**src/rtl/mdio_pkg.sv**
```systemverilog
package mdio_pkg;
  localparam int PREAMBLE_LEN = 32;
  localparam int DATA_W       = 16;
  localparam int ADDR_W       = 5;
  localparam int CODE_W       = 3;
  localparam int CTRL_W       = 16;
  localparam int HALF_W       = 6;
  localparam int FRAME_LEN    = PREAMBLE_LEN + 4 + 2 * ADDR_W + 2 + DATA_W;
  localparam int IDX_W        = $clog2(FRAME_LEN);
  localparam int TA_POS       = FRAME_LEN - DATA_W - 2;

  // control word bit positions are software-visible
  localparam int BUSY_BIT = 0;
  localparam int WR_BIT   = 1;
  localparam int CODE_LSB = 2;
  localparam int REG_LSB  = 6;
  localparam int PHY_LSB  = 11;

  localparam logic [CODE_W-1:0] CODE_RESET = 3'd2;

  function automatic logic [HALF_W-1:0] half_of(input logic [CODE_W-1:0] code);
    case (code)
      3'd0:    half_of = 6'd21;
      3'd1:    half_of = 6'd31;
      3'd2:    half_of = 6'd8;
      3'd3:    half_of = 6'd13;
      default: half_of = 6'd51;
    endcase
  endfunction
endpackage

```
**src/rtl/mdio_clk_div.sv**
```systemverilog
module mdio_clk_div
  import mdio_pkg::*;
#(
  parameter int CNT_W = HALF_W
) (
  input  logic             clk_i,
  input  logic             rst_ni,
  input  logic             run_i,
  input  logic [CNT_W-1:0] half_i,
  output logic             mdc_o,
  output logic             rise_o,
  output logic             fall_o
);
  logic [CNT_W-1:0] cnt_q;
  logic             mdc_q;
  logic             wrap;

  assign wrap   = run_i && (cnt_q == half_i - CNT_W'(1));
  assign rise_o = wrap && !mdc_q;
  assign fall_o = wrap && mdc_q;
  assign mdc_o  = mdc_q;

  always_ff @(posedge clk_i or negedge rst_ni) begin
    if (!rst_ni) begin
      cnt_q <= '0;
      mdc_q <= 1'b0;
    end else if (!run_i) begin
      cnt_q <= '0;
      mdc_q <= 1'b0;
    end else if (wrap) begin
      cnt_q <= '0;
      mdc_q <= ~mdc_q;
    end else begin
      cnt_q <= cnt_q + CNT_W'(1);
    end
  end
endmodule

```
**src/rtl/mdio_frame.sv**
```systemverilog
module mdio_frame
  import mdio_pkg::*;
(
  input  logic                 clk_i,
  input  logic                 rst_ni,
  input  logic                 start_i,
  input  logic                 rd_i,
  input  logic [FRAME_LEN-1:0] frame_i,
  input  logic                 rise_i,
  input  logic                 fall_i,
  input  logic                 mdio_i,
  output logic                 mdio_o,
  output logic                 oe_o,
  output logic                 done_o,
  output logic [DATA_W-1:0]    rdata_o
);
  logic                 active_q;
  logic                 rd_q;
  logic [IDX_W-1:0]     idx_q;
  logic [FRAME_LEN-1:0] sh_q;
  logic [DATA_W-1:0]    cap_q;
  logic                 last_bit;
  logic                 in_data;

  assign last_bit = (idx_q == IDX_W'(FRAME_LEN - 1));
  assign in_data  = (idx_q >= IDX_W'(FRAME_LEN - DATA_W));
  assign done_o   = active_q && fall_i && last_bit;
  assign oe_o     = active_q && !(rd_q && (idx_q >= IDX_W'(TA_POS)));
  assign mdio_o   = oe_o & sh_q[FRAME_LEN-1];
  assign rdata_o  = cap_q;

  always_ff @(posedge clk_i or negedge rst_ni) begin
    if (!rst_ni) begin
      active_q <= 1'b0;
      rd_q     <= 1'b0;
      idx_q    <= '0;
      sh_q     <= '0;
      cap_q    <= '0;
    end else if (start_i) begin
      active_q <= 1'b1;
      rd_q     <= rd_i;
      idx_q    <= '0;
      sh_q     <= frame_i;
    end else if (active_q) begin
      if (rise_i && in_data) cap_q <= {cap_q[DATA_W-2:0], mdio_i};
      if (fall_i) begin
        if (last_bit) active_q <= 1'b0;
        else begin
          idx_q <= idx_q + IDX_W'(1);
          sh_q  <= {sh_q[FRAME_LEN-2:0], 1'b0};
        end
      end
    end
  end
endmodule

```
**src/rtl/mdio_master.sv**
```systemverilog
module mdio_master
  import mdio_pkg::*;
(
  input  logic              clk_i,
  input  logic              rst_ni,
  input  logic              ctrl_we_i,
  input  logic              data_we_i,
  input  logic [CTRL_W-1:0] wdata_i,
  output logic [CTRL_W-1:0] ctrl_rdata_o,
  output logic [DATA_W-1:0] data_rdata_o,
  output logic              mdc_o,
  input  logic              mdio_i,
  output logic              mdio_o,
  output logic              mdio_oe_o
);
  logic              busy_q;
  logic              wr_q;
  logic [CODE_W-1:0] code_q;
  logic [ADDR_W-1:0] phy_q;
  logic [ADDR_W-1:0] reg_q;
  logic [DATA_W-1:0] data_q;

  logic                 accept;
  logic                 start;
  logic                 wr_new;
  logic [FRAME_LEN-1:0] frame;
  logic                 rise, fall, done;
  logic [DATA_W-1:0]    rdata;

  assign accept = ctrl_we_i && !busy_q;
  assign start  = accept && wdata_i[BUSY_BIT];
  assign wr_new = wdata_i[WR_BIT];

  assign frame = {{PREAMBLE_LEN{1'b1}}, 2'b01, (wr_new ? 2'b01 : 2'b10),
                  wdata_i[PHY_LSB +: ADDR_W], wdata_i[REG_LSB +: ADDR_W], 2'b10,
                  (wr_new ? data_q : DATA_W'(0))};

  always_ff @(posedge clk_i or negedge rst_ni) begin
    if (!rst_ni) begin
      busy_q <= 1'b0;
      wr_q   <= 1'b0;
      code_q <= CODE_RESET;
      phy_q  <= '0;
      reg_q  <= '0;
      data_q <= '0;
    end else begin
      if (accept) begin
        busy_q <= wdata_i[BUSY_BIT];
        wr_q   <= wr_new;
        code_q <= wdata_i[CODE_LSB +: CODE_W];
        phy_q  <= wdata_i[PHY_LSB +: ADDR_W];
        reg_q  <= wdata_i[REG_LSB +: ADDR_W];
      end else if (done) begin
        busy_q <= 1'b0;
      end
      if (done && !wr_q) data_q <= rdata;
      else if (data_we_i && !busy_q) data_q <= wdata_i[DATA_W-1:0];
    end
  end

  mdio_clk_div #(.CNT_W(HALF_W)) u_div (
    .clk_i  (clk_i),
    .rst_ni (rst_ni),
    .run_i  (busy_q),
    .half_i (half_of(code_q)),
    .mdc_o  (mdc_o),
    .rise_o (rise),
    .fall_o (fall)
  );

  mdio_frame u_frame (
    .clk_i   (clk_i),
    .rst_ni  (rst_ni),
    .start_i (start),
    .rd_i    (!wr_new),
    .frame_i (frame),
    .rise_i  (rise),
    .fall_i  (fall),
    .mdio_i  (mdio_i),
    .mdio_o  (mdio_o),
    .oe_o    (mdio_oe_o),
    .done_o  (done),
    .rdata_o (rdata)
  );

  assign ctrl_rdata_o = {phy_q, reg_q, 1'b0, code_q, wr_q, busy_q};
  assign data_rdata_o = data_q;
endmodule

```
**config.mk**
```make
export PLATFORM = sky130hd
export DESIGN_NAME = mdio_master
export DESIGN_NICKNAME = d
export VERILOG_FILES = /design/src/rtl/mdio_pkg.sv /design/src/rtl/mdio_clk_div.sv /design/src/rtl/mdio_frame.sv /design/src/rtl/mdio_master.sv
export SDC_FILE = /design/constraint.sdc
export NUM_CORES = 1
export LEC_CHECK = 0
export ABC_AREA = 1
export BUFFER_PORTS_ARGS = -buffer_cell sky130_fd_sc_hd__buf_2
export CAP_MARGIN = 40
export CORE_ASPECT_RATIO = 1.4
export CORE_MARGIN = 5
export CORE_UTILIZATION = 25
export DETAILED_ROUTE_END_ITERATION = 8
export PLACE_DENSITY_LB_ADDON = 0.3
export SYNTH_ARGS = -nofsm -noshare
export SYNTH_HDL_FRONTEND = slang
export SYNTH_SLANG_ARGS = --single-unit
```
**constraint.sdc**
```tcl
create_clock -name clk_i -period 3 [get_ports clk_i]
set_input_delay 0.45 -clock clk_i [delete_from_list [all_inputs] [get_ports clk_i]]
set_output_delay 0.45 -clock clk_i [all_outputs]
set_load 0.03 [all_outputs]
```
Word level (Yosys, flattened, before mapping) --
Cells that the tools add are included.
Storage, ports and cells: logic and storage cells 75, register bits after elaboration 126, output and inout port bits 35, RAM bits 0, input bits 21, ROM bits 0, memories kept 0, latch bits 0
Cells by class: bitwise gates (word level) 3, mux-type cells 23, divide/modulo/power cells 0, eq/ne operators 7, reduce and logical (&&, ||, !) cells 24, multipliers 0, $add $sub $neg 3, shift operators 0, magnitude comparators 2
Operators by type and width (number):
- 64-bit 2-to-1 mux | 4
- 16-bit 2-to-1 mux | 3
- 6-bit 2-to-1 mux | 6
- 6-bit one-hot mux with 4 select lines | 1
- 6-bit by 1-bit adder with 6-bit output, second input constant | 2
- 6-bit greater-or-equal comparator, second input constant | 2
- 1-bit logical AND | 12
- 1-bit 2-to-1 mux | 8
- 2-bit nonzero test | 4
- 3-bit by 2-bit equality test with 1-bit output, second input constant | 2
- 6-bit equality test | 1
- 6-bit equality test, second input constant | 1
- 3-bit AND reduction | 2
- 6-bit by 1-bit subtractor with 6-bit output, second input constant | 1
- 1-bit logical NOT | 5
- 3-bit by 1-bit equality test with 1-bit output, second input constant | 1
- 3-bit logical NOT | 1
- 2-bit 2-to-1 mux | 1
- 2-bit by 1-bit inequality test with 1-bit output, second input constant | 1
- 2-bit inequality test, second input constant | 1
- 1-bit inverter | 2
- 1-bit bitwise AND | 1

Logic depth before layout (Yosys ltp) --
Gate-level depths: netlist of the first run.
depth after elaboration 10, mapped depth 17, mapped depth without buffers 15

By module --
From an unflattened synthesis of the first run, not the netlist that was laid out.
Unflattened totals: cell total of the unflattened synthesis 849, area total of the unflattened synthesis 6417.4 µm²
Modules (own cells, without submodules):
- mdio_frame | times used 1, cells an instance 536, area each 4201.5 µm², sequential area each 2202.1 µm²
- mdio_master | times used 1, cells an instance 218, area each 1624.1 µm², sequential area each 777.0 µm²
- mdio_clk_div | times used 1, cells an instance 95, area each 591.8 µm², sequential area each 175.2 µm²

Least setup slack after synthesis of the first run --
No wires, ideal clock.
kind register -> register, from reg code_q[2], to reg data_q[10], in the netlist data_rdata_o[10], clock period less this slack 2.380 ns, arrival 2.254 ns, stages on the path, launching flop included 16, setup slack 0.620 ns, setup time 0.125 ns, data required time 2.875 ns, path buffers 1, path through dfrtp_1 -> inv_2 -> nand2_2 -> o21ai_0 -> ha_1 -> inv_1 -> nand2_1 -> nand2_1 -> nand3_1 -> nor2_1 -> nand3_2 -> nor2_4 -> nand4_1 -> buf_2 -> nand3_1 -> nand3_1
On the way: longest elaborated chain between the ends 10
RTL lines:
- start, declared | line mdio_master.sv:18 | logic [CODE_W-1:0] code_q;
- start signal, assigned | line mdio_master.sv:50 | code_q <= wdata_i[CODE_LSB +: CODE_W];
- 3-bit by 2-bit equality test with 1-bit output (tied with other cells) | line mdio_pkg.sv:22 | case (code)
- 6-bit one-hot mux with 4 select lines * | line mdio_pkg.sv:22
- 6-bit by 1-bit subtractor with 6-bit output * | line mdio_clk_div.sv:18 | assign wrap = run_i && (cnt_q == half_i - CNT_W'(1));
- 6-bit equality test * | line mdio_clk_div.sv:18
- 1-bit logical AND * | line mdio_clk_div.sv:18
- 1-bit logical AND * | line mdio_clk_div.sv:20 | assign fall_o = wrap && mdc_q;
- 1-bit logical AND * (2 in series) | line mdio_frame.sv:27 | assign done_o = active_q && fall_i && last_bit;
- 1-bit logical AND * | line mdio_master.sv:56 | if (done && !wr_q) data_q <= rdata;
- 16-bit 2-to-1 mux / 2-bit nonzero test (equally long branches)
- end signal, assigned | line mdio_master.sv:56
- end signal, assigned | line mdio_master.sv:57 | else if (data_we_i && !busy_q) data_q <= wdata_i[DATA_W-1:0];
- end, declared | line mdio_master.sv:21 | logic [DATA_W-1:0] data_q;
Every way passes the cells marked *; elsewhere a longest branch is shown, timed or not. A chain may end at the register's enable or synchronous reset.

Worst setup path after layout of the first run --
from reg code_q[1], to reg u_frame.sh_q[36]
On the way: longest elaborated chain between the ends 8
RTL lines:
- 3-bit by 2-bit equality test with 1-bit output (tied with other cells) | line mdio_pkg.sv:22
- 6-bit one-hot mux with 4 select lines * | line mdio_pkg.sv:22
- 6-bit by 1-bit subtractor with 6-bit output * | line mdio_clk_div.sv:18
- 6-bit equality test * | line mdio_clk_div.sv:18
- 1-bit logical AND * | line mdio_clk_div.sv:18
- 1-bit logical AND * | line mdio_clk_div.sv:20
- 2-bit nonzero test (no source line) *
- 3-bit AND reduction (no source line) *
- end signal, assigned | line mdio_frame.sv:43 | sh_q <= frame_i;
- end signal, assigned | line mdio_frame.sv:50 | sh_q <= {sh_q[FRAME_LEN-2:0], 1'b0};
- end, declared | line mdio_frame.sv:20 | logic [FRAME_LEN-1:0] sh_q;
Marked as above.

==> metrics.txt, run 1 <==
core box area 22500 um2; first drt pass iteration count 4; full die area 26100 um2; setup TNS 0 ns; first-pass GRT wire length 24400 um; max-cap violations 0; Num CTS Buffers 17; post-cts resize count 0; hold bufs inserted after CTS 0; pwr/cell area 566 nW/um2; Die W 138 um; largest net degree at the start of global routing 65; CP Capture Type register; Die Y 189 um; critical path's slowest cell dfstp_2; GR Util All Layers 0.119; DRT Wirelength 14500 um; worst skew pair latency 0.42 ns; VDD IR max 0.000268 V; clock-pin slew on the worst setup and hold paths 0.06 ns; Syn Nets 702; Hold Path Class input pin to async pin; asr flop ratio synth 1.00; critical-path cell list nand2_2 -> o21ai_0 -> ha_1 -> inv_1 -> nand2_1 -> nand2_1 -> nand3_1 -> nor2_1 -> nand3_2 -> nor2_4 -> nand3_4 -> nand2_4 -> buf_4 -> o21ai_0 -> nand2_1; Crit path largest cell delay 0.56 ns; endpoints failing hold 0; I/O pins 56; Crit Path Category register to register; Worst Tran Pin Value 0.827 ns; DRC errors left 0; number of synthesized register bits 126; Main synth FF type dfrtp_1; Final Wtd Congestion 0.791; fmax 407 MHz; detailed-route wire length per cell 14.0 um; clk buf depth 2; clk root buf clkbuf_16; ANT nets after route 0; H-tree levels 4; GR Overflow Total 0; most frequent cell on the critical path nand2_1; Setup-failing EPs final 0; number of synthesized flops with an enable pin 0; R2R Setup Slk 0.55 ns; status finished, final reports clean; DP Wirelength 9800 um; P_leak 3.31 nW; fin crit period 2.45 ns; P&R area growth vs syn 21.2%; # port buffers 54; Syn. warnings 0; Seq/Total Area, Yosys 0.551; Antenna Cells 0; mapped cell area 5730 um2; period utilization 0.818; vias in the first global route 4735; initial antenna violation count 0; Synth Instances 677; via count 4644; vias per inst 4.49; fin nets 746; CTS tree yes; Area after DPL 6320 um2; Starting Density 0.254; Final Instance Area 6940 um2; critical path arrival 2.81 ns; share of post-route cells with drive strength above 1 0.157; CTS Sinks 126; Slew Limit Fails 0; fill cell total of the finished layout 2432; Tot Pwr 3.93 mW; Initial DRC Count 232; Post-Synthesis Mean Instance Area 8.46 um2; Clock Skew 0.00924 ns; crit path max fanout 20; Required @ worst endpoint 3.35 ns; Post CTS Setup Buffer Count 0; Slew Limit Headroom 0.448; Worst Setup Start Kind register; RSZ-0062 raised after global routing no; FP Rows 65; Yosys cell types 35
critical path, delay by kind of cell, from the launching register on:
family | cells | cell delay [ns]
compound gates | 2 | 0.20
fa+ha+maj | 1 | 0.27
flops | 1 | 0.56
buf+inv | 2 | 0.31
simple gates | 10 | 1.03
power by group:
part / leakage [nW] / internal, mW / switching, mW
Sequential: 1.38 / 1.70 / 0
Combinational: 1.63 / 0.0153 / 0.0563
Clock: 0.296 / 1.34 / 0.811
state kept, by name, indices dropped and copies added (netlist names), 3 cells and up:
signal / flops
u_div.cnt_q: 6
u_frame.sh_q: 64
u_frame.idx_q: 6
reg_q: 5
code_q: 3
data_rdata_o: 16
phy_q: 5
u_frame.rdata_o: 16
layer usage:
layer | GRT usage | up-vias | share of wire
li1 | - | 2296 | -
met1 | 0.144 | 2267 | 0.44
met2 | 0.203 | 65 | 0.52
met3 | 0.0242 | 16 | 0.023
met4 | 0.0468 | 0 | 0.019
met5 | 0 | - | 0
cell usage after synthesis (2+ instances only):
| master | n | area share |
|---|---|---|
| a21oi_1 | 10 | 0.0087 |
| buf_1 | 4 | 0.0026 |
| buf_2 | 4 | 0.0035 |
| buf_4 | 5 | 0.0066 |
| buf_6 | 4 | 0.0079 |
| clkbuf_1 | 27 | 0.018 |
| dfrtp_1 | 125 | 0.55 |
| ha_1 | 4 | 0.0087 |
| inv_1 | 53 | 0.035 |
| nand2_1 | 175 | 0.11 |
| nand2_2 | 2 | 0.0022 |
| nand3_1 | 94 | 0.082 |
| nand3b_1 | 2 | 0.0026 |
| nand4_1 | 19 | 0.021 |
| nor2_1 | 25 | 0.016 |
| nor3b_1 | 3 | 0.0039 |
| o21ai_0 | 85 | 0.074 |
| o21ai_1 | 15 | 0.013 |
| xor2_1 | 5 | 0.0076 |
through the flow:
step,util,setup WS [ns],hold slack [ns],std cells
finish,0.308,0.545,0.0182,1035
global route,0.308,0.244,0.0462,1035
CTS,0.308,0.537,0.0279,1035
detailed placement,0.281,0.561,0.465,1003
global placement,0.279,0.591,0.464,1002
floorplan,-,0.620,0.154,677
area by class of cell:
type / instances / area, um2 / share of cell area
Clock buffer: 18 / 439 / 0.0632
Clock inverter: 14 / 181 / 0.0261
Inverter: 55 / 206 / 0.0297
Multi-Input combinational cell: 451 / 2150 / 0.309
Sequential cell: 126 / 3150 / 0.454
Tap cell: 301 / 377 / 0.0542
Timing Repair Buffer: 70 / 438 / 0.0631
path summary, 6_finish.rpt:
kind,startpoint,endpoint,depth (start not counted)
worst max-delay path,code_q[1],u_frame.sh_q[36],15
worst min-delay path,rst_ni,u_div.cnt_q[5],1
worst max register to register,code_q[1],u_frame.sh_q[36],15
worst min register to register,u_frame.sh_q[48],u_frame.sh_q[48],2
max in group asynchronous,rst_ni,code_q[1],2
min in group clk_i,wdata_i[5],data_rdata_o[5],3
kinds of logic after synthesis:
kind of cell / count (synthesis) / share of synthesized area
simple gates: 328 / 0.256
flops: 126 / 0.551
compound gates: 111 / 0.0972
buf+inv: 100 / 0.0751
xor+xnor: 6 / 0.00917
fa+ha+maj: 4 / 0.00874
other cells: 1 / 0.000655
mux: 1 / 0.00197
cells in the final DEF, fill, tap and decap left out, types with 4 or more instances in the layout:
master     count
nand2_1      175
dfrtp_1      125
nand3_1       93
o21ai_0       85
buf_2         53
inv_1         52
nor2_1        25
nand4_1       19
clkbuf_16     17
o21ai_1       15
buf_4         14
a21oi_1       10
xor2_1         5
ha_1           4
inv_6          4
Power figures use the tool's default switching activity.
==> run 2, diff against run 1 <==
==> constraint.sdc (replaced) <==
create_clock -name clk_i -period 2.3 [get_ports clk_i]
set_input_delay 0.345 -clock clk_i [delete_from_list [all_inputs] [get_ports clk_i]]
set_output_delay 0.345 -clock clk_i [all_outputs]
set_load 0.03 [all_outputs]
==> metrics.txt, run 2 (same netlist as run 1, synthesis figures left out) <==
Worst Setup Start Kind register; CTS tree yes; vias per inst 4.45 (-0.72%); Tot Pwr 5.18 mW (+32%); Slew Limit Headroom 0.596 (+0.149); share of post-route cells with drive strength above 1 0.209 (+0.0526); Die W 138 um (unchanged); GR Util All Layers 0.118 (-0.000955); RSZ-0062 raised after global routing yes; GR Overflow Total 0 (unchanged); FF/Latch Area 3160 um2 (about the same); most common cell after layout, fill and taps aside nand2_1; Area after DPL 6440 um2 (+1.9%); largest reg by FF count u_frame.sh_q; Num CTS Buffers 17 (unchanged); P_leak 3.48 nW (+5.3%); full die area 26100 um2 (unchanged); initial antenna violation count 0 (unchanged); vias in the first global route 4646 (-1.9%); first drt pass iteration count 4 (unchanged); Antenna Cells 0 (unchanged); Hold Path Class input pin to register; Slew Limit Fails 0 (unchanged); detailed-route wire length per cell 14.2 um (+1.7%); worst skew pair latency 0.41 ns (about the same); clock-pin slew on the worst setup and hold paths 0.06 ns (about the same); max FFs per register 64 (unchanged); DRC errors left 0 (unchanged); FP Rows 65 (unchanged); ANT nets after route 0 (unchanged); fill cell total of the finished layout 2400 (-1.3%); DP Wirelength 9840 um (+0.37%); critical path arrival 2.61 ns (-0.20 ns); P&R area growth vs syn 28.9%; pwr/cell area 701 nW/um2 (+24%); Setup-failing EPs final 0 (unchanged); Starting Density 0.254 (unchanged); multi-input logic area 2260 um2 (+5.4%); core box area 22500 um2 (unchanged); CTS Sinks 126 (unchanged); clk buf depth 2 (unchanged); commonest non-fill, non-tap cells in the layout nand2_1 (165), dfrtp_1 (123), nand3_1 (89); I/O pins 56 (unchanged); Worst Tran Pin Value 0.605 ns (-0.222 ns); H-tree levels 4 (unchanged); fin crit period 2.27 ns (-0.183 ns); Crit Path Category register to register; Clock Skew 0.00810 ns (-0.00114 ns); DRT Wirelength 15000 um (+3.8%); CP Capture Type register; Final Wtd Congestion 0.751 (-5.0%); fin nets 767 (+2.8%); first-pass GRT wire length 24400 um (about the same); Initial DRC Count 240 (+3.4%); largest net degree at the start of global routing 65 (unchanged); max-cap violations 0 (unchanged); # port buffers 54 (unchanged); period utilization 0.988 (+0.169); VDD IR max 0.000468 V (+75%); final core utilization 0.328 (+0.0194); via count 4704 (+1.3%); Required @ worst endpoint 2.64 ns (-0.71 ns); fmax 440 MHz (+8.1%); status finished, final reports clean; crit path max fanout 6 (-70%); setup TNS 0 ns (unchanged); Final Instance Area 7380 um2 (+6.3%); clk root buf clkbuf_16; Die Y 189 um (unchanged); endpoints failing hold 0 (unchanged)
[run 2: cell count changes in the layout (fill, tap and decap cells not counted), moves of 6 or more]
cell     before  now
o21ai_0      85   55
o21ai_1      15   39
nand2_1     175  165
nand2_2       2   10
buf_12        2    9
buf_6         0    6
o21ai_2       0    6
[run 2: path summary, 6_finish.rpt]
kind	start	to	slack, ns	cells after the start
hold reg to reg	u_frame.sh_q[62]	u_frame.sh_q[62]	0.47	2
setup reg to reg	code_q[1]	u_frame.idx_q[4]	0.03	16
min in group asynchronous	rst_ni	code_q[2]	0.43	2
max in group asynchronous	rst_ni	u_frame.sh_q[49]	1.27	3
hold / removal	wdata_i[5]	data_rdata_o[5]	0.16	3
setup / recovery	code_q[1]	u_frame.idx_q[4]	0.03	16
[run 2: layer usage]
layer  global-route usage  vias to the layer above  part of all wire
met5                    0                        -                 0
met4               0.0510                        0             0.020
met3               0.0202                       18             0.023
met2                0.198                       63              0.53
met1                0.146                     2265              0.43
li1                     -                     2358                 -
[run 2: layout make-up]
cell class / instances / area share
Clock buffer: 19 / 0.0600
Clock inverter: 13 / 0.0254
Inverter: 55 / 0.0280
Multi-Input combinational cell: 452 / 0.307
Sequential cell: 126 / 0.428
Tap cell: 301 / 0.0510
Timing Repair Buffer: 90 / 0.101
[run 2: power by group]
group / internal, mW / switching [mW]
logic: 0.0234 / 0.0746
clock network: 1.85 / 1.01
registers: 2.22 / 0
[run 2: timing repair]
action                                  CTS  global route
hold endpoints to repair                 27             0
pin swaps                                 0             9
endpoints found under the setup margin    1            87
resized for setup                         1            61
gates cloned                              0             8
hold buffers                              1             0
buffers inserted                          0             6
[run 2: stage by stage]
step / hold slack (ns) / std cells / setup slack [ns]
after floorplan: 0.0494 / 677 / 0.0138
after CTS: 0.141 / 1042 / 0.0398
after global routing: 0.171 / 1056 / -0.101
after global placement: 0.333 / 1009 / 0.0657
after detailed placement: 0.335 / 1009 / 0.00957
final: 0.156 / 1056 / 0.0285
[run 2: critical path, cell delays in order (launching register included)]
cell     delay [ns]
dfstp_2        0.55
nand2_2        0.05
o21ai_1        0.07
ha_1           0.26
inv_1          0.06
nand2_1        0.04
nand2_1        0.07
nand3_2        0.06
nor2_2         0.11
nand3_2        0.11
nor2_4         0.15
nand3_4        0.17
nand2_8        0.18
buf_6          0.13
buf_6          0.09
nand2_1        0.03
o21ai_1        0.06
==> run 3, diff against run 2 <==
--- a/config.mk
+++ b/config.mk
@@ -13,6 +13,7 @@
 export CORE_UTILIZATION = 25
 export DETAILED_ROUTE_END_ITERATION = 8
 export PLACE_DENSITY_LB_ADDON = 0.3
+export REMOVE_ABC_BUFFERS = 1
 export SYNTH_ARGS = -nofsm -noshare
 export SYNTH_HDL_FRONTEND = slang
 export SYNTH_SLANG_ARGS = --single-unit
==> metrics.txt, run 3 (same netlist as run 1, synthesis figures left out) <==
non-filler cells, final 1061 (+0.47%); fill cell total of the finished layout 2363 (-1.5%); NetSw 1.11 mW (+2.3%); VDD IR max 0.000323 V (-31%); Die W 138 um (unchanged); DRT Wirelength 16000 um (+6.4%); commonest non-fill, non-tap cells in the layout nand2_1 (173), dfrtp_1 (125), nand3_1 (89); GRT busiest layer met2; Required @ worst endpoint 2.64 ns (about the same); Hold Path Class input pin to register; sw frac 0.210 (-0.000446); Setup-failing EPs final 33 (+33); FP Rows 65 (unchanged); fmax 428 MHz (-2.8%); Setup WS post-layout -0.0375 ns (-0.0660 ns); ANT nets after route 0 (unchanged); first-pass GRT wire length 25300 um (+3.9%); Clk pwr share 0.564 (+0.011); clock-pin slew on the worst setup and hold paths 0.06 ns (about the same); GR Overflow Total 0 (unchanged); critical path arrival 2.68 ns (+0.07 ns); failing checks negative setup slack; via count 4836 (+2.8%); Crit path largest cell delay 0.57 ns (+0.02 ns); cell family with most CP delay simple AND/OR/NAND/NOR gates; Seq pwr share 0.418 (-0.010); critical path's slowest cell dfstp_2; core box area 22500 um2 (unchanged); WHS 0.165 ns (+0.00854 ns); Worst Tran Pin Value 0.629 ns (+0.0243 ns); pwr/cell area 704 nW/um2 (+0.46%); most common cell after layout, fill and taps aside nand2_1; Slew Limit Fails 0 (unchanged); full die area 26100 um2 (unchanged); vias in the first global route 4777 (+2.8%); fin crit period 2.34 ns (+0.0660 ns); crit path max fanout 18 (+12); critical-path cell list nand3_2 -> inv_1 -> ha_1 -> inv_1 -> nand2_1 -> nand2_1 -> nand3_2 -> nor2_4 -> nand3_4 -> nor2_4 -> nand3_4 -> nand2_8 -> clkbuf_16 -> nand2_1 -> o21ai_1; GR met2 Demand/Resource 0.204 (+0.00602); most frequent cell on the critical path nand2_1; Starting Density 0.254 (unchanged); share of post-route cells with drive strength above 1 0.232 (+0.0223); GR Util All Layers 0.123 (+0.00553); Setup Slack @ Placement 0.00529 ns (-0.00429 ns); H-tree levels 4 (unchanged); multi-input logic area 2320 um2 (+2.5%); max FFs per register 64 (unchanged); M1 GR Usage 0.159 (+0.0125); Slew Limit Headroom 0.580 (-0.0162); period utilization 1.02 (+0.0287); final core utilization 0.334 (+0.00672); largest reg by FF count u_frame.sh_q; clk root buf clkbuf_16; I/O pins 56 (unchanged); Reg-to-Reg Start code_q[1]; M3 GR Usage 0.0247 (+0.00452); Die Y 189 um (unchanged); setup TNS -0.315 ns (-0.315 ns); combinational fraction of design power 0.018 (about the same); Final Wtd Congestion 0.762 (+1.5%); Num CTS Buffers 17 (unchanged); CTS Sinks 126 (unchanged); DP Wirelength 9780 um (-0.57%); P&R area growth vs syn 31.5%; detailed-route wire length per cell 15.1 um (+5.9%); Placed Cells incl. Taps 1013 (+0.40%); initial antenna violation count 0 (unchanged); vias per inst 4.56 (+2.3%); FF/Latch Area 3150 um2 (about the same); max-cap violations 0 (unchanged); clk buf depth 2 (unchanged); CP Capture Type register; largest net degree at the start of global routing 70 (+7.7%); # port buffers 54 (unchanged); status finished, violations left; Internal Power 4.19 mW (+2.6%); worst skew pair latency 0.42 ns (about the same); Setup crit start code_q[1]; Crit Path Category register to register; Initial DRC Count 243 (+1.3%); endpoints failing hold 0 (unchanged); CTS tree yes; P_leak 3.54 nW (+1.8%); hold_sp wdata_i[9]; fin nets 773 (+0.78%); Worst Setup Start Kind register; Antenna Cells 0 (unchanged); CP Buf/Inv Count 3 (unchanged); Clock Skew 0.0107 ns (+0.00263 ns); DRC errors left 0 (unchanged); RSZ-0062 raised after global routing yes; first drt pass iteration count 5 (+1)
-- run 3: power by group through the flow --
| stage | sequential (mW) | combinational (mW) | clock, mW |
|---|---|---|---|
| finish | 2.22 | 0.0942 | 3.00 |
| global route | 2.22 | 0.110 | 3.15 |
| CTS | 2.22 | 0.100 | 3.04 |
| detailed placement | 2.26 | 0.0985 | 0 |
| global placement | 2.26 | 0.0983 | 0 |
| floorplan | 2.26 | 0.00676 | 0 |
-- run 3: per-layer routing --
layer  vias to the layer above  part of all wire
met2                        83              0.51
met1                      2365              0.44
met3                        18             0.028
met5                         -                 0
met4                         0             0.016
li1                       2370                 -
-- run 3: what timing repair did --
action | 4_1_cts | 5_1_grt
hold buffers | 1 | 0
buffers inserted | 3 | 7
endpoints found under the setup margin | 32 | 103
resized for setup | 2 | 82
hold endpoints to repair | 19 | 0
gates cloned | 1 | 5
pin swaps | 0 | 45
-- run 3: final timing paths --
check,end,slack (ns),depth (start not counted)
max,u_frame.sh_q[14],-0.04,15
min,data_rdata_o[9],0.16,3
max reg2reg,u_frame.sh_q[14],-0.04,15
min reg2reg,u_frame.sh_q[62],0.47,2
max in group asynchronous,data_rdata_o[10],1.28,3
min in group asynchronous,reg_q[0],0.39,2
-- run 3: per-stage QoR --
step                      instance area (um2)  power [mW]
final                                    7530        5.31
after global routing                     7530        5.48
after CTS                                7180        5.36
after detailed placement                 6450        2.36
after global placement                   6450        2.36
after floorplan                          5500        2.26
-- run 3: final cells by class --
| class | instances | area share |
|---|---|---|
| clock buffer | 18 | 0.0583 |
| multi-input combinational | 452 | 0.308 |
| clock inverter | 13 | 0.0282 |
| tap | 301 | 0.0500 |
| timing repair buffer | 96 | 0.109 |
| inverter | 55 | 0.0274 |
| sequential | 126 | 0.419 |
-- run 3: worst register-to-register path: stages (launching register included) --
cell       delay, ns
dfstp_2         0.57
nand3_2         0.10
inv_1           0.06
ha_1            0.23
inv_1           0.06
nand2_1         0.05
nand2_1         0.09
nand3_2         0.09
nor2_4          0.13
nand3_4         0.10
nor2_4          0.12
nand3_4         0.12
nand2_8         0.18
clkbuf_16       0.21
nand2_1         0.06
o21ai_1         0.08
